$ cat src/rtl/ee_arb_pkg.sv
package ee_arb_pkg;
  // control byte field positions
  localparam int BIT_XACK = 7;
  localparam int BIT_XREQ = 6;
  localparam int BIT_REQ  = 5;
  localparam int BIT_RDY  = 4;
  localparam int BIT_CS   = 3;
  localparam int BIT_SK   = 2;
  localparam int BIT_DOUT = 1;
  localparam int BIT_DIN  = 0;

  typedef struct packed {
    logic cs;
    logic sk;
    logic dout;
  } ee_drv_t;
endpackage

$ cat src/rtl/ee_grant_ctl.sv
module ee_grant_ctl (
  input  logic clk,
  input  logic rst,
  input  logic wr_en,
  input  logic wr_req,
  input  logic mem_busy,
  output logic req_q,
  output logic grant_q,
  output logic grant_set,
  output logic release_o
);
  assign release_o = wr_en & ~wr_req;
  assign grant_set = req_q & ~grant_q & ~mem_busy & ~release_o;

  always_ff @(posedge clk) begin
    if (rst) begin
      req_q   <= 1'b0;
      grant_q <= 1'b0;
    end else begin
      if (wr_en) req_q <= wr_req;
      if (release_o)      grant_q <= 1'b0;
      else if (grant_set) grant_q <= 1'b1;
    end
  end


  grant_needs_idle_chk: assert property (@(posedge clk) disable iff (rst)
    $rose(grant_q) |-> ($past(!mem_busy) && $past(req_q)));


  release_drops_chk: assert property (@(posedge clk) disable iff (rst)
    release_o |=> (!grant_q && !req_q));
endmodule

$ cat src/rtl/ee_pace_timer.sv
module ee_pace_timer #(
  parameter int DELAY_CYC = 200
) (
  input  logic clk,
  input  logic rst,
  input  logic clear,
  input  logic grant_set,
  input  logic restart,
  output logic rdy_q
);
  localparam int CW = $clog2(DELAY_CYC + 1);
  localparam logic [CW-1:0] LOAD = CW'(DELAY_CYC - 1);

  logic [CW-1:0] cnt_q;
  logic          run_q;

  always_ff @(posedge clk) begin
    if (rst || clear) begin
      cnt_q <= '0;
      run_q <= 1'b0;
      rdy_q <= 1'b0;
    end else if (restart) begin
      cnt_q <= LOAD;
      run_q <= 1'b1;
      rdy_q <= 1'b0;
    end else if (grant_set) begin
      rdy_q <= 1'b1;
    end else if (run_q) begin
      if (cnt_q == '0) begin
        run_q <= 1'b0;
        rdy_q <= 1'b1;
      end else begin
        cnt_q <= cnt_q - 1'b1;
      end
    end
  end


  rdy_low_run_chk: assert property (@(posedge clk) disable iff (rst)
    run_q |-> !rdy_q);


  cnt_range_chk: assert property (@(posedge clk) disable iff (rst)
    run_q |-> (cnt_q < CW'(DELAY_CYC)));


  restart_load_chk: assert property (@(posedge clk) disable iff (rst)
    (restart && !clear) |=> (!rdy_q && run_q && cnt_q == LOAD));


  grant_rdy_chk: assert property (@(posedge clk) disable iff (rst)
    (grant_set && !clear && !restart) |=> rdy_q);
endmodule

$ cat src/rtl/ee_pin_stage.sv
module ee_pin_stage
  import ee_arb_pkg::*;
(
  input  logic    clk,
  input  logic    rst,
  input  logic    grant,
  input  ee_drv_t drv,
  input  logic    ee_din,
  output logic    pin_sel,
  output logic    ee_cs,
  output logic    ee_sk,
  output logic    ee_dout,
  output logic    din_q
);
  always_ff @(posedge clk) begin
    if (rst) begin
      pin_sel <= 1'b0;
      ee_cs   <= 1'b0;
      ee_sk   <= 1'b0;
      ee_dout <= 1'b0;
      din_q   <= 1'b0;
    end else begin
      pin_sel <= grant;
      ee_cs   <= grant & drv.cs;
      ee_sk   <= grant & drv.sk;
      ee_dout <= grant & drv.dout;
      din_q   <= grant & ee_din;
    end
  end


  cs_idle_chk: assert property (@(posedge clk) disable iff (rst)
    !$past(grant) |-> (!ee_cs && !ee_sk && !ee_dout && !pin_sel));


  din_gate_chk: assert property (@(posedge clk) disable iff (rst)
    !$past(grant) |-> !din_q);
endmodule

$ cat src/rtl/ee_port_arb.sv
module ee_port_arb
  import ee_arb_pkg::*;
#(
  parameter int CLK_PERIOD_PS = 4000,
  parameter int DELAY_PS      = 800000
) (
  input  logic       clk,
  input  logic       rst,
  input  logic       ctl_wr,
  input  logic [7:0] ctl_wdata,
  output logic [7:0] ctl_rdata,
  input  logic       mem_busy,
  input  logic       ee_din,
  output logic       pin_sel,
  output logic       ee_cs,
  output logic       ee_sk,
  output logic       ee_dout
);
  localparam int DELAY_CYC = (DELAY_PS + CLK_PERIOD_PS - 1) / CLK_PERIOD_PS;

  logic    req_q, grant_q, grant_set, release_w, rdy_q, din_q;
  ee_drv_t drv_q;
  logic    unused_wbits;

  assign unused_wbits = ^{ctl_wdata[BIT_XACK], ctl_wdata[BIT_XREQ],
                          ctl_wdata[BIT_RDY], ctl_wdata[BIT_DIN]};

  always_ff @(posedge clk) begin
    if (rst) begin
      drv_q <= '0;
    end else if (ctl_wr) begin
      drv_q.cs   <= ctl_wdata[BIT_CS];
      drv_q.sk   <= ctl_wdata[BIT_SK];
      drv_q.dout <= ctl_wdata[BIT_DOUT];
    end
  end

  ee_grant_ctl u_grant (
    .clk       (clk),
    .rst       (rst),
    .wr_en     (ctl_wr),
    .wr_req    (ctl_wdata[BIT_REQ]),
    .mem_busy  (mem_busy),
    .req_q     (req_q),
    .grant_q   (grant_q),
    .grant_set (grant_set),
    .release_o (release_w)
  );

  ee_pace_timer #(.DELAY_CYC(DELAY_CYC)) u_timer (
    .clk       (clk),
    .rst       (rst),
    .clear     (release_w),
    .grant_set (grant_set),
    .restart   (ctl_wr & ctl_wdata[BIT_REQ] & grant_q),
    .rdy_q     (rdy_q)
  );

  ee_pin_stage u_pins (
    .clk     (clk),
    .rst     (rst),
    .grant   (grant_q),
    .drv     (drv_q),
    .ee_din  (ee_din),
    .pin_sel (pin_sel),
    .ee_cs   (ee_cs),
    .ee_sk   (ee_sk),
    .ee_dout (ee_dout),
    .din_q   (din_q)
  );

  assign ctl_rdata = {2'b00, req_q, rdy_q, drv_q.cs, drv_q.sk, drv_q.dout, din_q};


  top_bits_zero_chk: assert property (@(posedge clk) disable iff (rst)
    ctl_rdata[7:6] == 2'b00);
endmodule

$ cat config.mk
export PLATFORM = sky130hd
export DESIGN_NAME = ee_port_arb
export DESIGN_NICKNAME = d
export VERILOG_FILES = /design/src/rtl/ee_arb_pkg.sv /design/src/rtl/ee_grant_ctl.sv /design/src/rtl/ee_pace_timer.sv /design/src/rtl/ee_pin_stage.sv /design/src/rtl/ee_port_arb.sv
export SDC_FILE = /design/constraint.sdc
export NUM_CORES = 1
export LEC_CHECK = 0
export BUFFER_PORTS_ARGS = -buffer_cell sky130_fd_sc_hd__buf_2
export CORE_MARGIN = 2
export CORE_UTILIZATION = 49
export DETAILED_ROUTE_END_ITERATION = 6
export GPL_ROUTABILITY_DRIVEN = 0
export PLACE_DENSITY = 0.79
export SLEW_MARGIN = 20
export SYNTH_ARGS = -nofsm -noshare
export SYNTH_HDL_FRONTEND = slang
export SYNTH_SLANG_ARGS = --single-unit
$ cat constraint.sdc
create_clock -name clk -period 2.2 [get_ports clk]
set_input_delay 0.11 -clock clk [delete_from_list [all_inputs] [get_ports clk]]
set_output_delay 0.11 -clock clk [all_outputs]
set_load 0.05 [all_outputs]
# Yosys cells after proc, flatten, opt, wreduce, memory -nomap -nowiden
# Index checks and enable logic that the tools add are counted.
# classes
add_sub_neg,1
eq_ne,2
mux,11
bitwise,16
reduce_logical,10
# op_table
operator,count
8-bit two-way mux,4
1-bit bitwise AND,10
8-bit logical NOT,1
"8-bit by 1-bit subtractor with 8-bit output, second input constant",1
1-bit two-way mux,7
1-bit NOT,6
3-bit AND reduction,2
2-bit nonzero test,3
"2-bit by 1-bit inequality test with 1-bit output, second input constant",2
2-bit OR reduction,2
2-bit AND reduction,1
1-bit logical OR,1
# totals
ff_bits,20
input_bits,13
out_inout_bits,12
wordCells,54

# Longest topological paths before layout
# Gate-level depths: netlist of run 1.
# depth
word_depth,6
ltp_mapped,6
mapped_depth_nobuf,6

# Cells and area by module
# Synthesis of run 1 repeated with hierarchy kept, for this count alone.
# unflattened
cells_unflattened,90
hier_area_um2,920.9
# by_module_without_submodules
module,n_inst,cells_each,area_each_um2,seq_area_each_um2
ee_pace_timer,1,55,534.3,200.2
ee_port_arb,1,16,150.1,60.1
ee_pin_stage,1,10,141.4,100.1
ee_grant_ctl,1,9,95.1,40.0

# Least setup slack after synthesis of run 1
# OpenSTA, ideal clock, no wires.
# synth_timing
path_kind,register to register
startpoint,register u_timer.cnt_q[0]
endpoint,register u_timer.cnt_q[3]
setup_ps,70
arrival_time_ps,1576
t_required_ps,2130
path_slack_ps,554
path_stages_with_launch,7
path_buffers,1
period_less_slack_ps,1646
cell_sequence,dfxtp_1 inv_1 ha_1 a31o_2 buf_2 or4_1 a21oi_1
# synth_via
elab_chain_cells,3
word_cells_on_any_way,4
classes_between,add/sub (1); bitwise (1); reduce/logical (2)
# synth_rtl
element,line,rtl
from (decl),ee_pace_timer.sv:14,logic [CW-1:0] cnt_q;
from (signal assigned),ee_pace_timer.sv:33,cnt_q <= cnt_q - 1'b1;
branches (longest 3 deep; another with 8-bit by 1-bit subtractor with 8-bit output),n/a,
# Several ways; the timed one is not identified.
# A chain may end at the register's enable or synchronous reset.

# Worst setup path after layout of run 1
# Same ends and word-level chain as after synthesis.

==> impl_metrics.ini, run 1 <==
[timing]
rsz0062_at_grt = no
final.min_clock_period_ns = 1.82
fmax_mhz = 551
skew_ns = 0.00416
worstMarginPinSlew_ns = 0.636
setup_slack_ns = 0.385
tns_ns = 0
maxSlewHeadroom = 0.576
hold_slack_ns = 0.0451
setup_viol = 0
hold_violations = 0
finalCritPeriodShare = 0.825
drv_slew = 0

[job]
drv_cap = 0

[synth]
syn_avg_cell_area_um2 = 8.94
ys_seq_elements = 20
synthesis.area_um2 = 903
yosysSeqAreaShare = 0.443
syn_inst = 101
ys.warnings.count = 0
ys_types = 28
synth_ff_type = dfxtp_1
synth-edff-count = 0
async_flop_share = 0

[worst_setup_path]
path_max_fanout = 13
rrSetupSlack_ns = 0.38
slowest_delay_ns = 0.49
worst-path-buf-inv = 1
slowest_stage = or4_1
required_ns = 2.42
cp.arrival_ns = 2.04
end_kind = flop
cp_top_family = compound AO/OA/AOI/OAI gates
crit_type = flop to flop
r2r-end = u_timer.cnt_q[3]
crit_chain = inv_1 -> ha_1 -> a31o_2 -> or4_1 -> a21oi_1
worstReg2RegStart = u_timer.cnt_q[0]
start_kind = flop
ff2ff_path_depth = 5

[pwr]
cellLeakagePower_nw = 0.460
p_per_area_nw_per_um2 = 723
ir_drop_uv = 395

[grt]
grt_use_met1 = 0.232
met2_usage = 0.260
grt-busiest-layer = met2
grt_antenna_before_repair = 0
grt-ovfl-total = 0
grt_use_total = 0.173
grt_pass1_vias = 632
grt_pass1_wl_um = 2710
met3_usage = 0.0269
grt_start_max_net_pins = 16

[die]
chipHeight_um = 46.9
core_um2 = 1730
initial_core_util = 0.523
rows = 15
die_w_um = 46.9
die_area_um2 = 2200
io_pins = 25

[cells_and_area]
n_antenna_cell = 0
fillers = 163
seqCellArea_um2 = 400
nets = 133
drive_gt1_frac = 0.205
syn_to_final_growth_pct = 15.7
multiInputGateArea_um2 = 432
design_area_um2 = 1040

[hold_path]
hp-class = input port to flop
hp-start = ctl_wdata[1]
hold_depth = 3
holdPathEnd = ctl_rdata[1]

[routing]
first_pass_iters = 4
drt-initial-drc-count = 15
drtAntennaViolNets = 0
post_drt_wl_per_cell_um = 12.0
via_per_inst = 5.46
route.vias.total = 776
drc = 0
routed_wl_um = 1700

[clock_network]
cts_tree = built
cts_setup_buffers = 0
cts_made_buffers = 3
cts_max_level = 1
clk_latency_ns = 0.30
cts-root-to-sink-buffers = 2
clkSinkCount = 20
clk_pin_slew_ns = 0.12
cts-root-buf = clkbuf_4

[outcome]
status = finished clean

[place]
io_buffer_count = 18
place_area_um2 = 972
dp_hpwl_um = 1220
pre_cts_ws_ns = 0.440
==> flip-flops by register name, summed over array words and instances, names as in the netlist <==
signal,cells
u_grant.grant_q,1
u_timer.cnt_q,8
u_pins.ee_cs,1
ctl_rdata,3
u_grant.req_q,1
u_pins.ee_dout,1
u_pins.pin_sel,1
u_timer.run_q,1
u_timer.rdy_q,1
u_pins.din_q,1
u_pins.ee_sk,1
==> worst max path at each step <==
stage	startpoint	end	slack [ns]	cells after the start
after global placement	u_timer.cnt_q[0]	u_timer.cnt_q[6]	0.54	5
after global routing	u_grant.req_q	u_timer.cnt_q[3]	0.24	4
after floorplan	u_timer.cnt_q[0]	u_timer.cnt_q[3]	0.55	6
after CTS	u_timer.cnt_q[0]	u_timer.cnt_q[3]	0.41	5
final	u_timer.cnt_q[0]	u_timer.cnt_q[3]	0.38	5
after detailed placement	u_timer.cnt_q[0]	u_timer.cnt_q[3]	0.44	5
==> cells in the mapped netlist (all sizes together) (2+ instances only) <==
cell type | n | area share
buf | 8 | 0.058
or3 | 4 | 0.028
or4 | 6 | 0.050
nor2 | 9 | 0.037
o21ai | 3 | 0.017
o31ai | 6 | 0.050
nand2 | 2 | 0.0083
nand2b | 3 | 0.021
dfxtp | 20 | 0.44
inv | 5 | 0.021
nand3 | 3 | 0.017
a31oi | 5 | 0.035
and2 | 5 | 0.035
ha | 2 | 0.028
mux2i | 3 | 0.033
a21oi | 7 | 0.039
==> cell families (layout without fill, tap and decap cells) <==
group	count (synthesis)	in the layout	share of synthesized area
flip-flops	20	20	0.443
AO/OA/AOI/OAI	23	23	0.161
other	1	2	0.00415
buffers and inverters	14	29	0.0831
adder cells (fa/ha/maj)	2	2	0.0277
multiplexers	3	3	0.0332
AND/OR/NAND/NOR	38	38	0.248
==> report_power, final <==
| group | internal, mW | total, mW | switching [mW] | leakage, nW |
|---|---|---|---|---|
| Combinational | 0.0243 | 0.0794 | 0.0551 | 0.270 |
| Sequential | 0.370 | 0.376 | 0.00569 | 0.162 |
| Clock | 0.184 | 0.300 | 0.116 | 0.0279 |
==> worst reg2reg max path, cell delays in order, from the launching register on <==
cell,delay (ns)
dfxtp_1,0.39
inv_1,0.10
ha_1,0.25
a31o_2,0.29
or4_1,0.49
a21oi_1,0.22
==> layout make-up <==
type / instances / area share
Clock buffer: 3 / 0.0216
Clock inverter: 1 / 0.0287
Inverter: 5 / 0.0180
Multi-Input combinational cell: 68 / 0.413
Sequential cell: 20 / 0.383
Tap cell: 25 / 0.0299
Timing Repair Buffer: 20 / 0.105
==> routing by layer <==
layer | vias to the layer above | part of all wire | routed length, um
met2 | 20 | 0.47 | 793
met4 | 0 | 0.035 | 59
met3 | 8 | 0.042 | 71
met1 | 359 | 0.46 | 773
li1 | 389 | - | -
met5 | - | 0 | 0
==> what timing repair did <==
| item | 4_1_cts | 5_1_grt |
|---|---|---|
| gates resized for setup | 0 | 0 |
| hold endpoints to repair | 1 | 1 |
| hold buffers | 1 | 1 |
==> cell usage in the layout (no fill, tap or decap), types with 2 or more instances in the layout <==
cell type	instances
conb_1	2
clkbuf_4	3
nand2_1	2
or3_1	4
a31oi_1	5
dlygate4sd3_1	2
nand2b_1	3
o21ai_0	3
mux2i_1	3
or4_1	6
ha_1	2
o31ai_1	6
and2_1	4
nor2_1	9
buf_2	18
a21oi_1	7
inv_1	5
nand3_1	3
dfxtp_1	20
==> through the flow <==
step,utilization,instances,power [mW]
after floorplan,-,102,0.447
final,0.605,142,0.755
after CTS,0.599,141,0.759
after detailed placement,0.563,136,0.461
after global placement,0.563,136,0.459
after global routing,0.605,142,0.786
(Power assumes the default switching activity.)
==> run 2, diff against run 1 <==
Clock period 2.2 ns to 1.89 ns, I/O delays scaled along.
==> impl_metrics.ini, run 2 (synthesis gave the netlist of run 1 again) <==
[clock_network]
cts_made_buffers = 3
cts_setup_buffers = 0
clk_latency_ns = 0.31
clkSinkCount = 20
cts_max_level = 1
cts-root-buf = clkbuf_4
cts_tree = built
cts-hold-fix-buffers = 2
cts-root-to-sink-buffers = 2
clk_pin_slew_ns = 0.11
cts_resized = 0

[job]
drv_cap = 0

[die]
core_um2 = 1730
die_w_um = 46.9
die_area_um2 = 2200
chipHeight_um = 46.9
io_pins = 25
initial_core_util = 0.523
rows = 15

[timing]
tns_ns = 0
hold_violations = 0
rsz0062_at_grt = no
final.min_clock_period_ns = 1.76
fmax_mhz = 567
setup_viol = 0
skew_ns = 0.000699
maxSlewHeadroom = 0.579
finalCritPeriodShare = 0.933
worstMarginPinSlew_ns = 0.631
drv_slew = 0
setup_slack_ns = 0.127

[place]
pre_cts_ws_ns = 0.173
dp_cells = 136
io_buffer_count = 18
dp_hpwl_um = 1200

[routing]
drc = 0
via_per_inst = 5.37
route.vias.total = 762
drt-initial-drc-count = 28
routed_wl_um = 1750
first_pass_iters = 4
post_drt_wl_per_cell_um = 12.3
drtAntennaViolNets = 0

[pwr]
p_per_area_nw_per_um2 = 844
cellLeakagePower_nw = 0.460
ir_drop_uv = 346

[outcome]
status = finished clean

[cells_and_area]
n_antenna_cell = 0
final_common_cell = dfxtp_1
nets = 133
drive_gt1_frac = 0.205
syn_to_final_growth_pct = 15.7
largest-register = u_timer.cnt_q
fillers = 161
largest_register_ffs = 8
final_cells = 142
layout_common_cells = dfxtp_1, buf_2, nor2_1

[grt]
grt_pass1_wl_um = 2750
grt_pass1_vias = 635
grt_antenna_before_repair = 0
grt_start_max_net_pins = 16
grt-ovfl-total = 0
grt_use_total = 0.179

[worst_setup_path]
required_ns = 2.14
end_kind = flop
crit_type = flop to flop
cp.arrival_ns = 2.01
start_kind = flop
path_max_fanout = 13

[hold_path]
hp-class = input port to flop
run 2: cell counts in the layout (fill, tap and decap cells not counted):
Identical to the previous run, type by type.
run 2: final timing paths:
| path | cells past startpoint | to | slack (ns) | startpoint |
|---|---|---|---|---|
| min reg2reg | 2 | u_timer.rdy_q | 0.50 | u_timer.run_q |
| max reg2reg | 5 | u_timer.cnt_q[6] | 0.13 | u_timer.cnt_q[0] |
| max | 5 | u_timer.cnt_q[6] | 0.13 | u_timer.cnt_q[0] |
| min | 3 | ctl_rdata[3] | 0.02 | ctl_wdata[3] |
run 2: power by group:
group	total, mW	internal [mW]	leakage (nW)	switching, mW
Clock	0.352	0.215	0.0279	0.138
Sequential	0.437	0.431	0.162	0.00646
Combinational	0.0924	0.0283	0.270	0.0641
Total	0.882	0.674	0.460	0.208
run 2: final cells by class:
cell class | count | area, um2 | area share
flip-flops and latches | 20 | 400 | 0.383
repair buffers | 20 | 110 | 0.105
multi-input cells | 68 | 432 | 0.413
clock inverters | 1 | 30.0 | 0.0287
clock buffers | 3 | 22.5 | 0.0216
well taps | 25 | 31.3 | 0.0299
inverters | 5 | 18.8 | 0.0180
run 2: critical path, stage by stage (launching register included):
cell and delay (ns):
dfxtp_1 0.38, inv_1 0.10, ha_1 0.26, a31o_2 0.30, or4_1 0.50, a31oi_1 0.16
run 2: per-stage QoR:
step	utilization	total power, mW	instance area (um2)	hold WS [ns]
after floorplan	-	0.521	907	0.167
after global placement	0.563	0.534	972	0.296
after detailed placement	0.563	0.536	972	0.310
after CTS	0.605	0.885	1040	0.0214
after global routing	0.605	0.911	1040	0.0382
final	0.605	0.882	1040	0.0209
run 2: layer usage:
| layer | vias up | routed length [um] | GRT usage |
|---|---|---|---|
| li1 | 392 | - | - |
| met5 | - | 0 | 0 |
| met4 | 0 | 38 | 0.100 |
| met3 | 5 | 63 | 0.0346 |
| met2 | 16 | 819 | 0.263 |
| met1 | 349 | 832 | 0.245 |
==> run 3, diff against run 2 <==
Settings changed: CORE_UTILIZATION 49 to 50, PLACE_DENSITY 0.79 to 0.8, SYNTH_HIERARCHICAL from default to 1.
==> impl_metrics.ini, run 3 <==
[timing]
final.min_clock_period_ns = 1.74
tns_ns = 0
hold_violations = 0
drv_slew = 0
setup_viol = 0
fmax_mhz = 573
setup_slack_ns = 0.146
finalCritPeriodShare = 0.923
hold_slack_ns = 0.0383
rsz0062_at_grt = no
skew_ns = 0.000564
maxSlewHeadroom = 0.661
worstMarginPinSlew_ns = 0.504

[synth]
ys_seq_elements = 20
synth_ff_type = dfxtp_1
synth_top_cells_by_area = dfxtp_1, mux2i_1, buf_4
yosys.cell_count.top_type = dfxtp_1
synthesis.area_um2 = 921
async_flop_share = 0
synth_top_area_frac = 0.435
syn_avg_cell_area_um2 = 10.2
ys_types = 30
syn_inst = 90
yosys.area.top_type = dfxtp_1
yosysSeqAreaShare = 0.435
ys.warnings.count = 6
netlist_top_cells_count = dfxtp_1, nor2_1
synth-edff-count = 0

[clock_network]
clkSinkCount = 20
cts_made_buffers = 3
cts-root-buf = clkbuf_4
cts-root-to-sink-buffers = 2
clk_pin_slew_ns = 0.11
cts_setup_buffers = 0
cts-hold-fix-buffers = 0
cts_resized = 0
cts_tree = built
cts_max_level = 1
clk_latency_ns = 0.29

[grt]
grt_pass1_wl_um = 2620
grt_antenna_before_repair = 0
grt_use_total = 0.168
grt_pass1_vias = 647
grt-ovfl-total = 0
grt_start_max_net_pins = 14

[hold_path]
hold_depth = 2
hp-class = input port to flop
holdPathEnd = u_pins/din_q
hp-start = ee_din

[routing]
routed_wl_um = 1610
via_per_inst = 4.96
route.vias.total = 680
drc = 0
post_drt_wl_per_cell_um = 11.7
drt-initial-drc-count = 4
first_pass_iters = 2
drtAntennaViolNets = 0

[cells_and_area]
n_antenna_cell = 0
syn_to_final_growth_pct = 16.7
layout_common_cells = dfxtp_1, buf_2, nor2_1
largest-register = u_timer/cnt_q
final_core_util = 0.622
final_cells = 137
design_area_um2 = 1070
final_common_cell = dfxtp_1
drive_gt1_frac = 0.304
fillers = 168
largest_register_ffs = 8
nets = 128

[die]
core_um2 = 1730
initial_core_util = 0.533
die_w_um = 46.9
die_area_um2 = 2200
chipHeight_um = 46.9
io_pins = 25
rows = 15

[place]
pre_cts_ws_ns = 0.150
dp_cells = 133
io_buffer_count = 18
place_area_um2 = 1040
dp_hpwl_um = 1250

[pwr]
cellLeakagePower_nw = 0.475
power.total_uw = 764
ir_drop_uv = 673
p_per_area_nw_per_um2 = 711

[worst_setup_path]
required_ns = 2.09
crit_type = flop to flop
slowest_delay_ns = 0.55
crit_chain = nand2b_1 -> nor3_1 -> or4b_1 -> a2111oi_4 -> xnor2_1 -> o21a_1
path_max_fanout = 3
worstReg2RegStart = u_grant/req_q
slowest_stage = or4b_1
r2r-end = u_timer/cnt_q[7]
rrSetupSlack_ns = 0.15
start_kind = flop
end_kind = flop
cp.arrival_ns = 1.94
ff2ff_path_depth = 6

[job]
drv_cap = 0

[outcome]
status = finished clean
## run 3: how the worst max path moves through the flow
stage                     startpoint          endpoint  slack (ns)  depth (start not counted)
CTS                    u_grant/req_q  u_timer/cnt_q[7]        0.13                          6
global route           u_grant/req_q  u_timer/cnt_q[7]        0.03                          6
finish                 u_grant/req_q  u_timer/cnt_q[7]        0.15                          6
floorplan           u_timer/cnt_q[0]  u_timer/cnt_q[0]        0.12                          6
detailed placement     u_grant/req_q  u_timer/cnt_q[7]        0.15                          6
global placement       u_grant/req_q  u_timer/cnt_q[7]        0.19                          6
## run 3: layout make-up
class,instances,area (um2),area share
multi-input cells,61,468,0.435
inverters,5,18.8,0.0175
flip-flops and latches,20,400,0.373
clock buffers,4,36.3,0.0338
well taps,25,31.3,0.0291
repair buffers,22,120,0.112
## run 3: metal layers
layer / vias up / track usage / part of all wire
met5: - / 0 / 0
met4: 0 / 0.0833 / 0.0075
met3: 2 / 0.0231 / 0.028
met2: 11 / 0.304 / 0.52
met1: 313 / 0.192 / 0.44
li1: 354 / - / -
## run 3: kinds of logic after synthesis
family                   synth area share
flip-flops                          0.435
other                             0.00407
XOR/XNOR                           0.0571
AND/OR/NAND/NOR                     0.220
AO/OA/AOI/OAI                       0.141
multiplexers                       0.0543
buffers and inverters              0.0611
adder cells (fa/ha/maj)            0.0272
## run 3: report_power, final
part	internal, mW	leakage (nW)	switching (mW)
Sequential	0.430	0.162	0.00516
Combinational	0.0296	0.292	0.0606
Clock	0.117	0.0210	0.122
## run 3: worst max-delay path: cells and delay by family, from the launching register on
family | cells | cell delay, ns
flip-flops | 1 | 0.33
XOR/XNOR | 1 | 0.10
AO/OA/AOI/OAI | 2 | 0.48
AND/OR/NAND/NOR | 3 | 0.73
